## src/rtl/prog_cmd_pkg.sv

```systemverilog
package prog_cmd_pkg;

  localparam int BYTE_W = 8;
  localparam int ADDR_W = 16;
  localparam int N_DEV  = 4;
  // supported target codes, listed in reply order, first in the low byte
  localparam logic [N_DEV*BYTE_W-1:0] DEV_LIST = {8'h86, 8'h38, 8'h13, 8'h12};
  localparam logic [BYTE_W-1:0] WIDE1_CODE = 8'h86;  // byte-wide program memory

  localparam logic [7:0] CH_CR  = 8'h0D;
  localparam logic [7:0] CH_ERR = 8'h3F;
  localparam logic [7:0] CH_ESC = 8'h1B;
  localparam logic [7:0] CH_NUL = 8'h00;  // pseudo command: refused

  typedef enum logic [3:0] {
    OP_ENTER = 4'd0,
    OP_LEAVE = 4'd1,
    OP_WR_LO = 4'd2,
    OP_WR_HI = 4'd3,
    OP_RD_LO = 4'd4,
    OP_RD_HI = 4'd5,
    OP_WR_EE = 4'd6,
    OP_RD_EE = 4'd7,
    OP_ERASE = 4'd8,
    OP_LOCK  = 4'd9,
    OP_SIG   = 4'd10
  } seq_op_e;

  typedef enum logic [1:0] {ACT_RX, ACT_SEQ, ACT_TX, ACT_END} act_e;
  typedef enum logic [1:0] {ARG_DEV, ARG_AH, ARG_AL, ARG_DAT} arg_e;

  typedef struct packed {
    act_e        act;
    arg_e        arg;
    seq_op_e     op;
    logic [1:0]  sig_idx;
    logic        tx_rd;
    logic [7:0]  tx_byte;
  } step_t;

endpackage

```

## src/rtl/prog_dev_check.sv

```systemverilog
module prog_dev_check
  import prog_cmd_pkg::*;
#(
  parameter int                         NUM   = N_DEV,
  parameter logic [NUM*BYTE_W-1:0]      LIST  = DEV_LIST,
  parameter logic [BYTE_W-1:0]          WIDE1 = WIDE1_CODE
) (
  input  logic [BYTE_W-1:0] dev_i,
  output logic              ok_o,
  output logic              byte_wide_o
);

  logic [NUM-1:0] hit;

  for (genvar i = 0; i < NUM; i++) begin : g_hit
    assign hit[i] = (dev_i == LIST[i*BYTE_W +: BYTE_W]);
  end

  assign ok_o        = |hit;
  assign byte_wide_o = (dev_i == WIDE1);

endmodule

```

## src/rtl/prog_cmd_plan.sv

```systemverilog
module prog_cmd_plan
  import prog_cmd_pkg::*;
#(
  parameter int          STEP_W = 4,
  parameter int          SW_MAJ = 1,
  parameter int          SW_MIN = 5,
  parameter int          HW_MAJ = 1,
  parameter int          HW_MIN = 0,
  parameter logic [55:0] ID_STR = "RTL ISP"
) (
  input  logic [7:0]        cmd_i,
  input  logic [STEP_W-1:0] step_i,
  input  logic              byte_wide_i,
  output step_t             st_o
);

  localparam int ID_LEN = 7;

  function automatic step_t f_end();
    return '{act: ACT_END, arg: ARG_DEV, op: OP_ENTER, sig_idx: 2'd0,
             tx_rd: 1'b0, tx_byte: 8'h00};
  endfunction

  function automatic step_t f_tx(input logic [7:0] b);
    step_t s = f_end();
    s.act = ACT_TX;
    s.tx_byte = b;
    return s;
  endfunction

  function automatic step_t f_rd();
    step_t s = f_end();
    s.act = ACT_TX;
    s.tx_rd = 1'b1;
    return s;
  endfunction

  function automatic step_t f_rx(input arg_e a);
    step_t s = f_end();
    s.act = ACT_RX;
    s.arg = a;
    return s;
  endfunction

  function automatic step_t f_seq(input seq_op_e op, input logic [1:0] idx);
    step_t s = f_end();
    s.act = ACT_SEQ;
    s.op = op;
    s.sig_idx = idx;
    return s;
  endfunction

  // rx arg, request, acknowledge
  function automatic step_t f_wr(input int n, input seq_op_e op);
    case (n)
      0:       return f_rx(ARG_DAT);
      1:       return f_seq(op, 2'd0);
      2:       return f_tx(CH_CR);
      default: return f_end();
    endcase
  endfunction

  // request, acknowledge
  function automatic step_t f_op(input int n, input seq_op_e op);
    case (n)
      0:       return f_seq(op, 2'd0);
      1:       return f_tx(CH_CR);
      default: return f_end();
    endcase
  endfunction

  function automatic step_t f_ver(input int n, input int maj, input int mn);
    case (n)
      0:       return f_tx(8'(8'h30 + maj));
      1:       return f_tx(8'(8'h30 + mn));
      default: return f_end();
    endcase
  endfunction

  int n;

  always_comb begin
    n    = int'(step_i);
    st_o = f_end();
    case (cmd_i)
      "T": begin
        if (n == 0)      st_o = f_rx(ARG_DEV);
        else if (n == 1) st_o = f_tx(CH_CR);
      end
      "A": begin
        if (n == 0)      st_o = f_rx(ARG_AH);
        else if (n == 1) st_o = f_rx(ARG_AL);
        else if (n == 2) st_o = f_tx(CH_CR);
      end
      "V": st_o = f_ver(n, SW_MAJ, SW_MIN);
      "v": st_o = f_ver(n, HW_MAJ, HW_MIN);
      "t": begin
        if (n < N_DEV)       st_o = f_tx(DEV_LIST[n*BYTE_W +: BYTE_W]);
        else if (n == N_DEV) st_o = f_tx(CH_NUL);
      end
      "p": if (n == 0) st_o = f_tx("S");
      "S": if (n < ID_LEN) st_o = f_tx(ID_STR[(ID_LEN-1-n)*8 +: 8]);
      "x", "y": if (n == 0) st_o = f_tx(CH_CR);
      "P": st_o = f_op(n, OP_ENTER);
      "L": st_o = f_op(n, OP_LEAVE);
      "e": st_o = f_op(n, OP_ERASE);
      "c": st_o = f_wr(n, OP_WR_LO);
      "D": st_o = f_wr(n, OP_WR_EE);
      "l": st_o = f_wr(n, OP_LOCK);
      "C": begin
        if (!byte_wide_i)  st_o = f_wr(n, OP_WR_HI);
        else if (n == 0)   st_o = f_rx(ARG_DAT);
        else if (n == 1)   st_o = f_tx(CH_ERR);
      end
      "d": begin
        if (n == 0)      st_o = f_seq(OP_RD_EE, 2'd0);
        else if (n == 1) st_o = f_rd();
      end
      "R": begin
        if (byte_wide_i) begin
          if (n == 0)      st_o = f_seq(OP_RD_LO, 2'd0);
          else if (n == 1) st_o = f_rd();
        end else begin
          if (n == 0)      st_o = f_seq(OP_RD_HI, 2'd0);
          else if (n == 2) st_o = f_seq(OP_RD_LO, 2'd0);
          else if (n < 4)  st_o = f_rd();
        end
      end
      "s": begin
        if (byte_wide_i) begin
          if (n == 0) st_o = f_tx(CH_ERR);
        end else if (n < 6) begin
          // signature bytes fetched from index 2 down to 0
          if (n[0]) st_o = f_rd();
          else      st_o = f_seq(OP_SIG, 2'(2 - n/2));
        end
      end
      default: if (n == 0) st_o = f_tx(CH_ERR);
    endcase
  end

endmodule

```

## src/rtl/prog_cmd_interp.sv

```systemverilog
module prog_cmd_interp
  import prog_cmd_pkg::*;
#(
  parameter int          STEP_W = 4,
  parameter int          SW_MAJ = 1,
  parameter int          SW_MIN = 5,
  parameter int          HW_MAJ = 1,
  parameter int          HW_MIN = 0,
  parameter logic [55:0] ID_STR = "RTL ISP"
) (
  input  logic              clk_i,
  input  logic              rst_ni,
  input  logic [7:0]        rx_data_i,
  input  logic              rx_valid_i,
  output logic              rx_ready_o,
  output logic [7:0]        tx_data_o,
  output logic              tx_valid_o,
  input  logic              tx_ready_i,
  output logic              seq_req_o,
  output logic [3:0]        seq_op_o,
  output logic [ADDR_W-1:0] seq_addr_o,
  output logic [7:0]        seq_data_o,
  output logic [7:0]        seq_dev_o,
  input  logic              seq_done_i,
  input  logic [7:0]        seq_rdata_i
);

  typedef enum logic {ST_IDLE, ST_EXEC} state_e;

  state_e            state_q;
  logic [7:0]        cmd_q, dev_q, data_q, rdata_q;
  logic [ADDR_W-1:0] addr_q;
  logic [STEP_W-1:0] step_q;
  logic              dev_ok, byte_wide;
  step_t             st;

  prog_dev_check u_dev (
    .dev_i       (dev_q),
    .ok_o        (dev_ok),
    .byte_wide_o (byte_wide)
  );

  prog_cmd_plan #(
    .STEP_W (STEP_W),
    .SW_MAJ (SW_MAJ),
    .SW_MIN (SW_MIN),
    .HW_MAJ (HW_MAJ),
    .HW_MIN (HW_MIN),
    .ID_STR (ID_STR)
  ) u_plan (
    .cmd_i       (cmd_q),
    .step_i      (step_q),
    .byte_wide_i (byte_wide),
    .st_o        (st)
  );

  function automatic logic is_gated(input logic [7:0] c);
    case (c)
      "P", "L", "A", "c", "C", "R", "D", "d", "e", "l", "s": return 1'b1;
      default: return 1'b0;
    endcase
  endfunction

  wire exec = (state_q == ST_EXEC);

  assign rx_ready_o = !exec || (st.act == ACT_RX);
  assign tx_valid_o = exec && (st.act == ACT_TX);
  assign tx_data_o  = st.tx_rd ? rdata_q : st.tx_byte;
  assign seq_req_o  = exec && (st.act == ACT_SEQ);
  assign seq_op_o   = st.op;
  assign seq_addr_o = (st.op == OP_SIG) ? ADDR_W'(st.sig_idx) : addr_q;
  assign seq_data_o = data_q;
  assign seq_dev_o  = dev_q;

  always_ff @(posedge clk_i or negedge rst_ni) begin
    if (!rst_ni) begin
      state_q <= ST_IDLE;
      cmd_q   <= CH_NUL;
      step_q  <= '0;
      dev_q   <= 8'h00;
      addr_q  <= '0;
      data_q  <= 8'h00;
      rdata_q <= 8'h00;
    end else if (!exec) begin
      if (rx_valid_i && rx_data_i != CH_ESC) begin
        cmd_q   <= (is_gated(rx_data_i) && !dev_ok) ? CH_NUL : rx_data_i;
        step_q  <= '0;
        state_q <= ST_EXEC;
      end
    end else begin
      case (st.act)
        ACT_RX: if (rx_valid_i) begin
          case (st.arg)
            ARG_DEV: dev_q <= rx_data_i;
            ARG_AH:  addr_q[ADDR_W-1:8] <= rx_data_i;
            ARG_AL:  addr_q[7:0] <= rx_data_i;
            default: data_q <= rx_data_i;
          endcase
          step_q <= step_q + 1'b1;
        end
        ACT_SEQ: if (seq_done_i) begin
          rdata_q <= seq_rdata_i;
          step_q  <= step_q + 1'b1;
        end
        ACT_TX: if (tx_ready_i) step_q <= step_q + 1'b1;
        default: state_q <= ST_IDLE;
      endcase
    end
  end

  // reply byte held while stalled
  a_r13_tx_hold: assert property (@(posedge clk_i) disable iff (!rst_ni)
    tx_valid_o && !tx_ready_i |=> tx_valid_o && $stable(tx_data_o));

  // request held until done
  a_r13_req_hold: assert property (@(posedge clk_i) disable iff (!rst_ni)
    seq_req_o && !seq_done_i |=> seq_req_o && $stable(seq_op_o) && $stable(seq_addr_o));

  // no request without a supported target
  a_r8_gate: assert property (@(posedge clk_i) disable iff (!rst_ni)
    seq_req_o |-> dev_ok);

  // reply and request never overlap
  a_r12_excl: assert property (@(posedge clk_i) disable iff (!rst_ni)
    !(tx_valid_o && seq_req_o));

  // idle accepts input and sends nothing
  a_r2_idle: assert property (@(posedge clk_i) disable iff (!rst_ni)
    rx_ready_o |-> !tx_valid_o && !seq_req_o);

endmodule

```

## config.mk

```make
export PLATFORM = sky130hd
export DESIGN_NAME = prog_cmd_interp
export DESIGN_NICKNAME = d
export VERILOG_FILES = /design/src/rtl/prog_cmd_pkg.sv /design/src/rtl/prog_dev_check.sv /design/src/rtl/prog_cmd_plan.sv /design/src/rtl/prog_cmd_interp.sv
export SDC_FILE = /design/constraint.sdc
export NUM_CORES = 1
export LEC_CHECK = 0
export ABC_CLOCK_PERIOD_IN_PS = 4200
export CORE_UTILIZATION = 28
export DETAILED_ROUTE_END_ITERATION = 16
export SYNTH_ARGS = -nofsm -noshare
export SYNTH_HDL_FRONTEND = slang
export SYNTH_SLANG_ARGS = --single-unit
```

## constraint.sdc

```tcl
create_clock -name clk_i -period 4.2 [get_ports clk_i]
set_input_delay 0.84 -clock clk_i [delete_from_list [all_inputs] [get_ports clk_i]]
set_output_delay 0.84 -clock clk_i [all_outputs]
set_load 0.05 [all_outputs]
```

# After elaboration in Yosys (flattened, before gate mapping)
# Cells that the tools add are included.
[totals] in_bits=21 out_inout_bits=47 word_cells=140 ff_bits=53
[classes] shifts=2 n_reduce_logical=24 n_eq_ne=49 n_addsub=3 n_mux=49 bitwise=2 order_cmp=3
[op_table] op="$pmux 19 s18" count=1
[op_table] op="$mux 19" count=14
[op_table] op="$eq 8x7->1 const B" count=30
[op_table] op="$pmux 19 s3" count=4
[op_table] op="$mux 18" count=10
[op_table] op="$pmux 19 s2" count=3
[op_table] op="$pmux 18 s2" count=2
[op_table] op="$shiftx 56x32->8 const A" count=1
[op_table] op="$shiftx 32x8->8 const A" count=1
[op_table] op="$mux 4" count=5
[op_table] op="$eq 8x5->1 const B" count=2
[op_table] op="$mux 16" count=1
[op_table] op="$mux 8" count=2
[op_table] op="$reduce_and 4->1" count=4
[op_table] op="$lt 4x3->1 const B" count=3
[op_table] op="$pmux 4 s3" count=1
[op_table] op="$reduce_or 11->1" count=1
[op_table] op="$ne 3x3->1 const B" count=3
[op_table] op="$eq 4x2->1 const B" count=2
[op_table] op="$eq 4x4->1 const B" count=2
[op_table] op="$eq 8x6->1 const B" count=1
[op_table] op="$eq 8x8->1 const B" count=1
[op_table] op="$logic_not 4->1" count=2
[op_table] op="$ne 8x5->1 const B" count=1
[op_table] op="other kinds (21)" count=35

# Longest topological paths before layout
# Gate-level depths: netlist of the first run.
[depth] depth_word=10 mapped_depth=15 depth_no_buf=15

# Hierarchy
# Synthesis of the first run repeated with hierarchy kept, for this count alone.
[unflattened] hier_cells=435 hier_area_um2=3936.3
[modules_own_cells] mod="prog_cmd_interp" instances=1 area_per_inst_um2=2506.2 seq_area_each_um2=1326.3 cells_each=202
[modules_own_cells] mod="prog_cmd_plan" instances=1 area_per_inst_um2=1372.6 seq_area_each_um2=0.0 cells_each=223
[modules_own_cells] mod="prog_dev_check" instances=1 area_per_inst_um2=57.6 seq_area_each_um2=0.0 cells_each=10

# Least setup slack after synthesis of the first run
# No wires, ideal clock.
[synth_path] kind="reg-to-output" startpoint="register step_q[0]" endpoint="output port rx_ready_o" path_slack_ns=0.164 arrival_ns=3.196 n_path_buf=0 required_ns=3.360 path_stages_with_launch=9 cell_sequence="dfrtp_1 > inv_1 > ha_1 > nor3b_2 > nor4_1 > a21oi_1 > o211ai_1 > or4_4 > o21ai_0"
[synth_via] elab_chain_len=8 elab_cells_between_ends=46 classes_between="3 x order compare; 5 x eq/ne; 34 x mux; 4 x reduce/logical"
[synth_rtl] element="start: declaration" line_no="prog_cmd_interp.sv:33" source="logic [STEP_W-1:0] step_q;"
[synth_rtl] element="start signal: assignment" line_no="prog_cmd_interp.sv:99" source="step_q <= step_q + 1'b1;"
[synth_rtl] element="start signal: assignment" line_no="prog_cmd_interp.sv:103" source="step_q <= step_q + 1'b1;"
[synth_rtl] element="start signal: assignment" line_no="prog_cmd_interp.sv:105" source="ACT_TX: if (tx_ready_i) step_q <= step_q + 1'b1;"
[synth_rtl] element="$lt 4x3->1" line_no="prog_cmd_plan.sv:98, prog_cmd_plan.sv:126"
[synth_rtl] element="$mux 18" line_no="prog_cmd_plan.sv:126" source="else if (n < 4) st_o = f_rd();"
[synth_rtl] element="$mux 19" line_no="prog_cmd_plan.sv:125" source="else if (n == 2) st_o = f_seq(OP_RD_LO, 2'd0);"
[synth_rtl] element="$mux 19" line_no="prog_cmd_plan.sv:124" source="if (n == 0) st_o = f_seq(OP_RD_HI, 2'd0);"
[synth_rtl] element="$mux 19" line_no="prog_cmd_plan.sv:120" source="if (byte_wide_i) begin"
[synth_rtl] element="$pmux 19 s18 *" line_no="prog_cmd_plan.sv:85" source="case (cmd_i)"
[synth_rtl] element="$logic_not 2->1 *" line_no="prog_cmd_interp.sv:66" source="assign rx_ready_o = !exec || (st.act == ACT_RX);"
[synth_rtl] element="$logic_or 1x1->1 *" line_no="prog_cmd_interp.sv:66"
[synth_rtl] element="end: declaration" line_no="prog_cmd_interp.sv:15" source="output logic rx_ready_o,"
# Every way passes the cells marked *; elsewhere a longest branch is shown, timed or not.

# Worst setup path after layout of the first run
[layout_path] startpoint="register cmd_q[4]" endpoint="output port seq_req_o"
[layout_via] elab_chain_len=5 elab_cells_between_ends=23 classes_between="20 x eq/ne; 1 x mux; 2 x reduce/logical"
[layout_rtl] element="start: declaration" line_no="prog_cmd_interp.sv:31" source="logic [7:0] cmd_q, dev_q, data_q, rdata_q;"
[layout_rtl] element="start signal: assignment" line_no="prog_cmd_interp.sv:86" source="cmd_q <= (is_gated(rx_data_i) && !dev_ok) ? CH_NUL : rx_data_i;"
[layout_rtl] element="$eq 8x7->1" line_no="prog_cmd_plan.sv:85"
[layout_rtl] element="$reduce_or 2->1"
[layout_rtl] element="$pmux 19 s18 *" line_no="prog_cmd_plan.sv:85"
[layout_rtl] element="$eq 2x1->1 *" line_no="prog_cmd_interp.sv:69" source="assign seq_req_o = exec && (st.act == ACT_SEQ);"
[layout_rtl] element="$logic_and 1x1->1 *" line_no="prog_cmd_interp.sv:69"
[layout_rtl] element="end: declaration" line_no="prog_cmd_interp.sv:19" source="output logic seq_req_o,"
# Marked as above.

==> metrics, run 1 <==
Critical Path End Type=primary output; Setup crit start kind=flip-flop; worst path required time=around 3400 ps; multi-input logic area=between 2000 and 2500 µm²; drt first pass iters=6; leakage=between 0.002 and 0.0025 µW; DRC viols=0; initial antenna violation count=0; Crit Path Class=reg2out; max cap viols=0; Final Hold Fails=0; relative slew slack=0.3321; vias per cell=~5.4; Placer Congestion=0.9339; starting density of the core=0.2860; r2r startpoint=cmd_q[4]$_DFFE_PN0P_; area grow syn2layout=31.65%; FILL cells=around 1.3k; Worst R2R Path Depth=9; WP data arrival=between 3000 and 4000 ps; most frequent cells in the layout=dfrtp_1, buf_4, clkdlybuf4s50_1; Global Route Usage Sum=0.1735; H-tree levels=2; hold path startpoint=addr_q[7]$_DFFE_PN0P_; CTS tree=built; Final Critical Period=~4000 ps; Worst VDD drop=between 0.3 and 0.4 mV; DR iter-0 viols=between 300 and 400; clk_lat worst skew=approximately 300 ps; Final ANT Viol Nets=0; FF+latch area=between 1000 and 1500 µm²; Ys Warns=0; number of flops mapped to enable cells by yosys=0; first-pass GRT wire length=around 19000 µm; Layout Skew=roughly 8.6 ps; Fmax achieved=approximately 0.25 GHz; main flop type after synthesis=dfrtp_1; outcome=finished clean; n_diodes=0; clock slew at reported path FFs=approximately 80 ps; Seq cells post-synth=53; Power Density=around 680 nW/µm²; Clock Path Buffers=2; commonest non-fill, non-tap cell in the layout=dfrtp_1; Avg WL per Cell=around 18 µm; Worst-Margin Slew=986.2 ps; Hold Path End=addr_q[7]$_DFFE_PN0P_; Sink Count=between 50 and 60; Layout Cells excl Fill=655; Reg2Reg Setup Slack=just over 600 ps; DP HPWL=a little under 9000 µm; largest net degree at the start of global routing=43; Final period util=0.9634; final wirelength=11870 µm; hold depth=1; reg-to-reg endpoint=addr_q[13]$_DFFE_PN0P_; synth unique cells=between 60 and 70; cell at the root of the clock tree=clkbuf_16; CTS Hold Buffers Added=0; syn nets=431; input/output buffers=67; standard-cell rows=42; Syn Area/Cell=around 9.4 µm²; Vias=3534; # setup viols final=0; Post-Syn Area=roughly 3800 µm²; placed insts=between 600 and 700; grt total ovfl=0; IO Pins=a little under 70; Inserted Clock Buffers=5; post-layout util=0.3765; Die H=~120 µm; die area=between 10000 and 15000 µm²; Die X=118.3 µm; worst min-delay path class=reg2reg; Worst Path Max Fanout=12; Slew Limit Fails=0; core area=between 10000 and 15000 µm²; vias in the first global route=3470; Syn Inst Count=~400; Final #Nets=508; register area share after synthesis=0.3502; layout cells sized above 1=0.2547; async set or reset register ratio after synthesis=1.000
## sequential cells by signal (all words and copies together), names as in the netlist
register,flops
seq_data_o,8
rdata_q,8
addr_q,16
seq_dev_o,8
step_q,4
exec,1
cmd_q,8
## cells by family (layout without fill, tap and decap cells)
| logic type | Yosys count | in the layout | synth area share |
|---|---|---|---|
| AOI/OAI and AO/OA | 95 | 95 | 0.1781 |
| adders and majority gates | 9 | 9 | 0.02973 |
| buffers and inverters | 34 | 112 | 0.04030 |
| muxes | 45 | 45 | 0.1487 |
| xor gates and xnor gates | 2 | 2 | 0.004626 |
| and+or+nand+nor | 163 | 163 | 0.2484 |
| DFF | 53 | 53 | 0.3502 |
## worst max-delay path, cell delays in order, from the launching register on
cell	delay, ps
dfrtp_1	620
and4bb_2	380
nand4b_1	390
o31ai_4	150
nor3_1	110
or4_4	600
inv_1	100
ha_1	180
and2_1	200
buf_12	150
## cell type report
cell class,count,area share
Clock inverter,3,0.005772
Tap cell,176,0.04417
Timing Repair Buffer,93,0.1857
Multi-Input combinational cell,314,0.4650
Clock buffer,5,0.02509
Inverter,11,0.008281
Sequential cell,53,0.2660
## what timing repair did
action	4_1_cts	5_1_grt
setup endpoints to repair	0	3
endpoints found under the hold margin	0	0
gates resized for setup	0	3
setup buffers	0	4
## layer usage
metal,wire [µm],part of all wire,vias to the layer above,global-route usage
met3,679,0.057,27,0.02703
met4,232,0.020,0,0.05208
li1,-,-,1647,-
met2,5595,0.47,128,0.2820
met5,0,0,-,0
met1,5366,0.45,1732,0.2358
## where the power goes
part	switching (µW)	internal, µW	total, µW
combinational	1220	879	2100
clock	216	229	445
sequential	190	633	824
## worst max path at each step
stage / from / to / slack, ps / cells after the start
floorplan: step_q[0]$_DFFE_PN0P_ / rx_ready_o / 160 / 8
global placement: step_q[0]$_DFFE_PN0P_ / seq_req_o / 260 / 11
detailed placement: step_q[0]$_DFFE_PN0P_ / seq_req_o / 350 / 11
CTS: step_q[0]$_DFFE_PN0P_ / seq_req_o / 0.4 / 11
global route: step_q[0]$_DFFE_PN0P_ / seq_req_o / -20 / 12
finish: cmd_q[4]$_DFFE_PN0P_ / seq_req_o / 150 / 9
## per-stage QoR
stage / hold slack (ps) / setup TNS (ps) / worst slack (ps) / total power (µW) / cell area, µm²
CTS: 505.3 / 0 / 0.4323 / 3319 / 4946
finish: 498.7 / 0 / 153.7 / 3366 / 4986
global placement: 482.9 / 0 / 262.3 / 2860 / 4792
floorplan: 472.1 / 0 / 164.2 / 2051 / 3787
global route: 526.2 / -18.66 / -18.66 / 3558 / 4986
detailed placement: 487.2 / 0 / 347.2 / 2865 / 4792
## cells in the mapped netlist, types with 9 or more instances
cell type	n	area [µm²]
mux2_4	16	240.2
ha_1	9	112.6
and2_1	21	131.4
mux2_2	26	292.8
nand2_1	35	131.4
o21ai_0	17	85.08
nand3_1	17	85.08
clkbuf_1	12	45.04
nand2b_1	9	56.30
dfrtp_1	53	1326
a21oi_1	16	80.08
inv_1	11	41.29
nor2_1	25	93.84
nor3_1	10	50.05
No activity file was read; power rests on OpenSTA's default activity.
==> run 2, diff against run 1 <==
CAP_MARGIN = 10   (was not set)
==> results of run 2 <==
No change in the layout: final DEF, timing and power equal those of run 1.
==> run 3, diff against run 2 <==
ABC_CLOCK_PERIOD_IN_PS = 4400   (was 4200)
clock period = 4.4 ns   (was 4.2 ns; I/O delays follow)
==> run 3 against run 2 <==
  * Critical path depth is 3 higher
  * Final area is 2.3% lower
  * Cell count is 1.4% lower
  * Clock skew is 2.9 ps higher
  * Wire length is 1.1% lower
  * First-iteration DRC count is 22% lower
  * Clock-buffer cell count stayed put
==> metrics, run 3 (same netlist as run 1, synthesis figures left out) <==
outcome=finished clean; n_diodes=0 (unchanged); Worst Path Max Fanout=10 (-2); relative slew slack=0.4723 (+0.1401); Placer Congestion=0.9051 (-3.1%); area grow syn2layout=28.68%; WP data arrival=3280 ps (+70 ps); met1 Usage GRT=0.2323 (-0.003463); largest reg by FF count=addr_q; Clock Path Buffers=2 (unchanged); Worst-Margin Slew=791.6 ps (-194.6 ps); vias in the first global route=3397 (-2.1%); Global Route Usage Sum=0.1702 (-0.003263); vias per cell=5.404 (+0.16%); Place WS=381.2 ps (+34.01 ps); largest net degree at the start of global routing=34 (-21%); worst setup margin=244.4 ps (+90.68 ps); Layout Skew=11.48 ps (+2.902 ps); Crit Path Class=reg2out; Worst Path Buf+Inv=3 (+1); starting density of the core=0.2860 (unchanged); leakage=0.002097 µW (-4.9%); RSZ-0062 raised after global routing=false; Fmax achieved=0.2406 GHz; Critical Path End Type=primary output; GR peak layer=met2; max cap viols=0 (unchanged); drt first pass iters=5 (-1); Setup crit start kind=flip-flop; clk_lat worst skew=310 ps (about the same); GR Util met2=0.2676 (-0.01434); Final ANT Viol Nets=0 (unchanged); setup TNS=0 ps (unchanged); worst path required time=3520 ps (+160 ps); standard-cell rows=42 (unchanged); final wirelength=11740 µm (-1.1%); Die H=118.3 µm (unchanged); CP max-delay cell=dfrtp_2; Vias=3491 (-1.2%); post-layout util=0.3680 (-0.008504); Final #Nets=499 (-1.8%); DP HPWL=8813 µm (-1.3%); CTS tree=built; met3 usage=0.01931 (-0.007722); Crit path largest cell delay=500 ps (-120 ps); Final period util=0.9445; worst min-delay path class=reg2reg; most frequent cells in the layout=clkdlybuf4s50_1, dfrtp_1, nand2_1; input/output buffers=67 (unchanged); Sink Count=53 (unchanged); delay-heaviest family, CP=simple AND/OR/NAND/NOR gates; max reg flops=16 (unchanged); Final Critical Period=4156 ps; worst path cell trace=inv_1 -> ha_1 -> nor3b_2 -> nand2_1 -> mux2i_1 -> a2bb2oi_1 -> nand4_1 -> mux2i_2 -> inv_1 -> ha_1 -> and2_1 -> buf_12; # setup viols final=0 (unchanged); Slew Limit Fails=0 (unchanged); Final Hold Fails=0 (unchanged); clock slew at reported path FFs=80 ps (about the same); grt total ovfl=0 (unchanged); layout cells sized above 1=0.2106 (-0.04406); DR iter-0 viols=251 (-22%); H-tree levels=2 (unchanged); IO Pins=68 (unchanged); Worst VDD drop=0.4695 mV (+36%); first-pass GRT wire length=18690 µm (-2.7%); Avg WL per Cell=18.18 µm (+0.27%); core area=13240 µm² (unchanged); die area=13990 µm² (unchanged); Inserted Clock Buffers=5 (unchanged); DRC viols=0 (unchanged); Power Density=616.9 nW/µm² (-8.6%); cell at the root of the clock tree=clkbuf_16; Die X=118.3 µm (unchanged); initial antenna violation count=0 (unchanged); commonest non-fill, non-tap cell in the layout=clkdlybuf4s50_1
-- run 3: cell type report --
class / count / area [µm²]
fillers: 1337 / 8369
flip-flops and latches: 53 / 1328
inverters: 11 / 41.29
clock buffers: 5 / 125.1
multi-input cells: 314 / 2323
clock inverters: 3 / 25.02
well taps: 176 / 220.2
repair buffers: 84 / 810.8
-- run 3: what timing repair did --
action / CTS / global route
hold buffers: 0 / 0
endpoints found under the setup margin: 0 / 3
gates resized for setup: 0 / 4
setup buffers: 0 / 0
-- run 3: metal layers --
layer / part of all wire / up-vias
met5: 0 / -
met4: 0.027 / 0
met3: 0.047 / 24
met2: 0.47 / 141
met1: 0.46 / 1695
li1: - / 1631
-- run 3: where the power goes --
part | switching [µW] | internal (µW) | leakage (µW)
Sequential | 186 | 605 | 0.000710
Combinational | 1110 | 680 | 0.00132
Clock | 207 | 215 | 0.0000704
-- run 3: per-stage QoR --
| step | instance area, µm² | hold WS (ps) | std cells | total power, µW |
|---|---|---|---|---|
| after floorplan | 3787 | 472.1 | 401 | 1958 |
| after global placement | 4707 | 482.9 | 638 | 2565 |
| after detailed placement | 4707 | 490.0 | 638 | 2559 |
| after CTS | 4857 | 507.7 | 646 | 2995 |
| after global routing | 4873 | 526.8 | 646 | 3173 |
| final | 4873 | 501.1 | 646 | 3006 |
-- run 3: path summary, 6_finish.rpt --
| kind | from | end | slack (ps) | cells after the start |
|---|---|---|---|---|
| worst max-delay path | step_q[1]$_DFFE_PN0P_ | seq_req_o | 240 | 12 |
| worst min-delay path | addr_q[7]$_DFFE_PN0P_ | addr_q[7]$_DFFE_PN0P_ | 500 | 1 |
| worst max register to register | step_q[0]$_DFFE_PN0P_ | addr_q[13]$_DFFE_PN0P_ | 760 | 11 |
| worst min register to register | addr_q[7]$_DFFE_PN0P_ | addr_q[7]$_DFFE_PN0P_ | 500 | 1 |
| max in group asynchronous | rst_ni | seq_data_o[6]$_DFFE_PN0P_ | 2960 | 2 |
| min in group asynchronous | rst_ni | rdata_q[5]$_DFFE_PN0P_ | 650 | 1 |
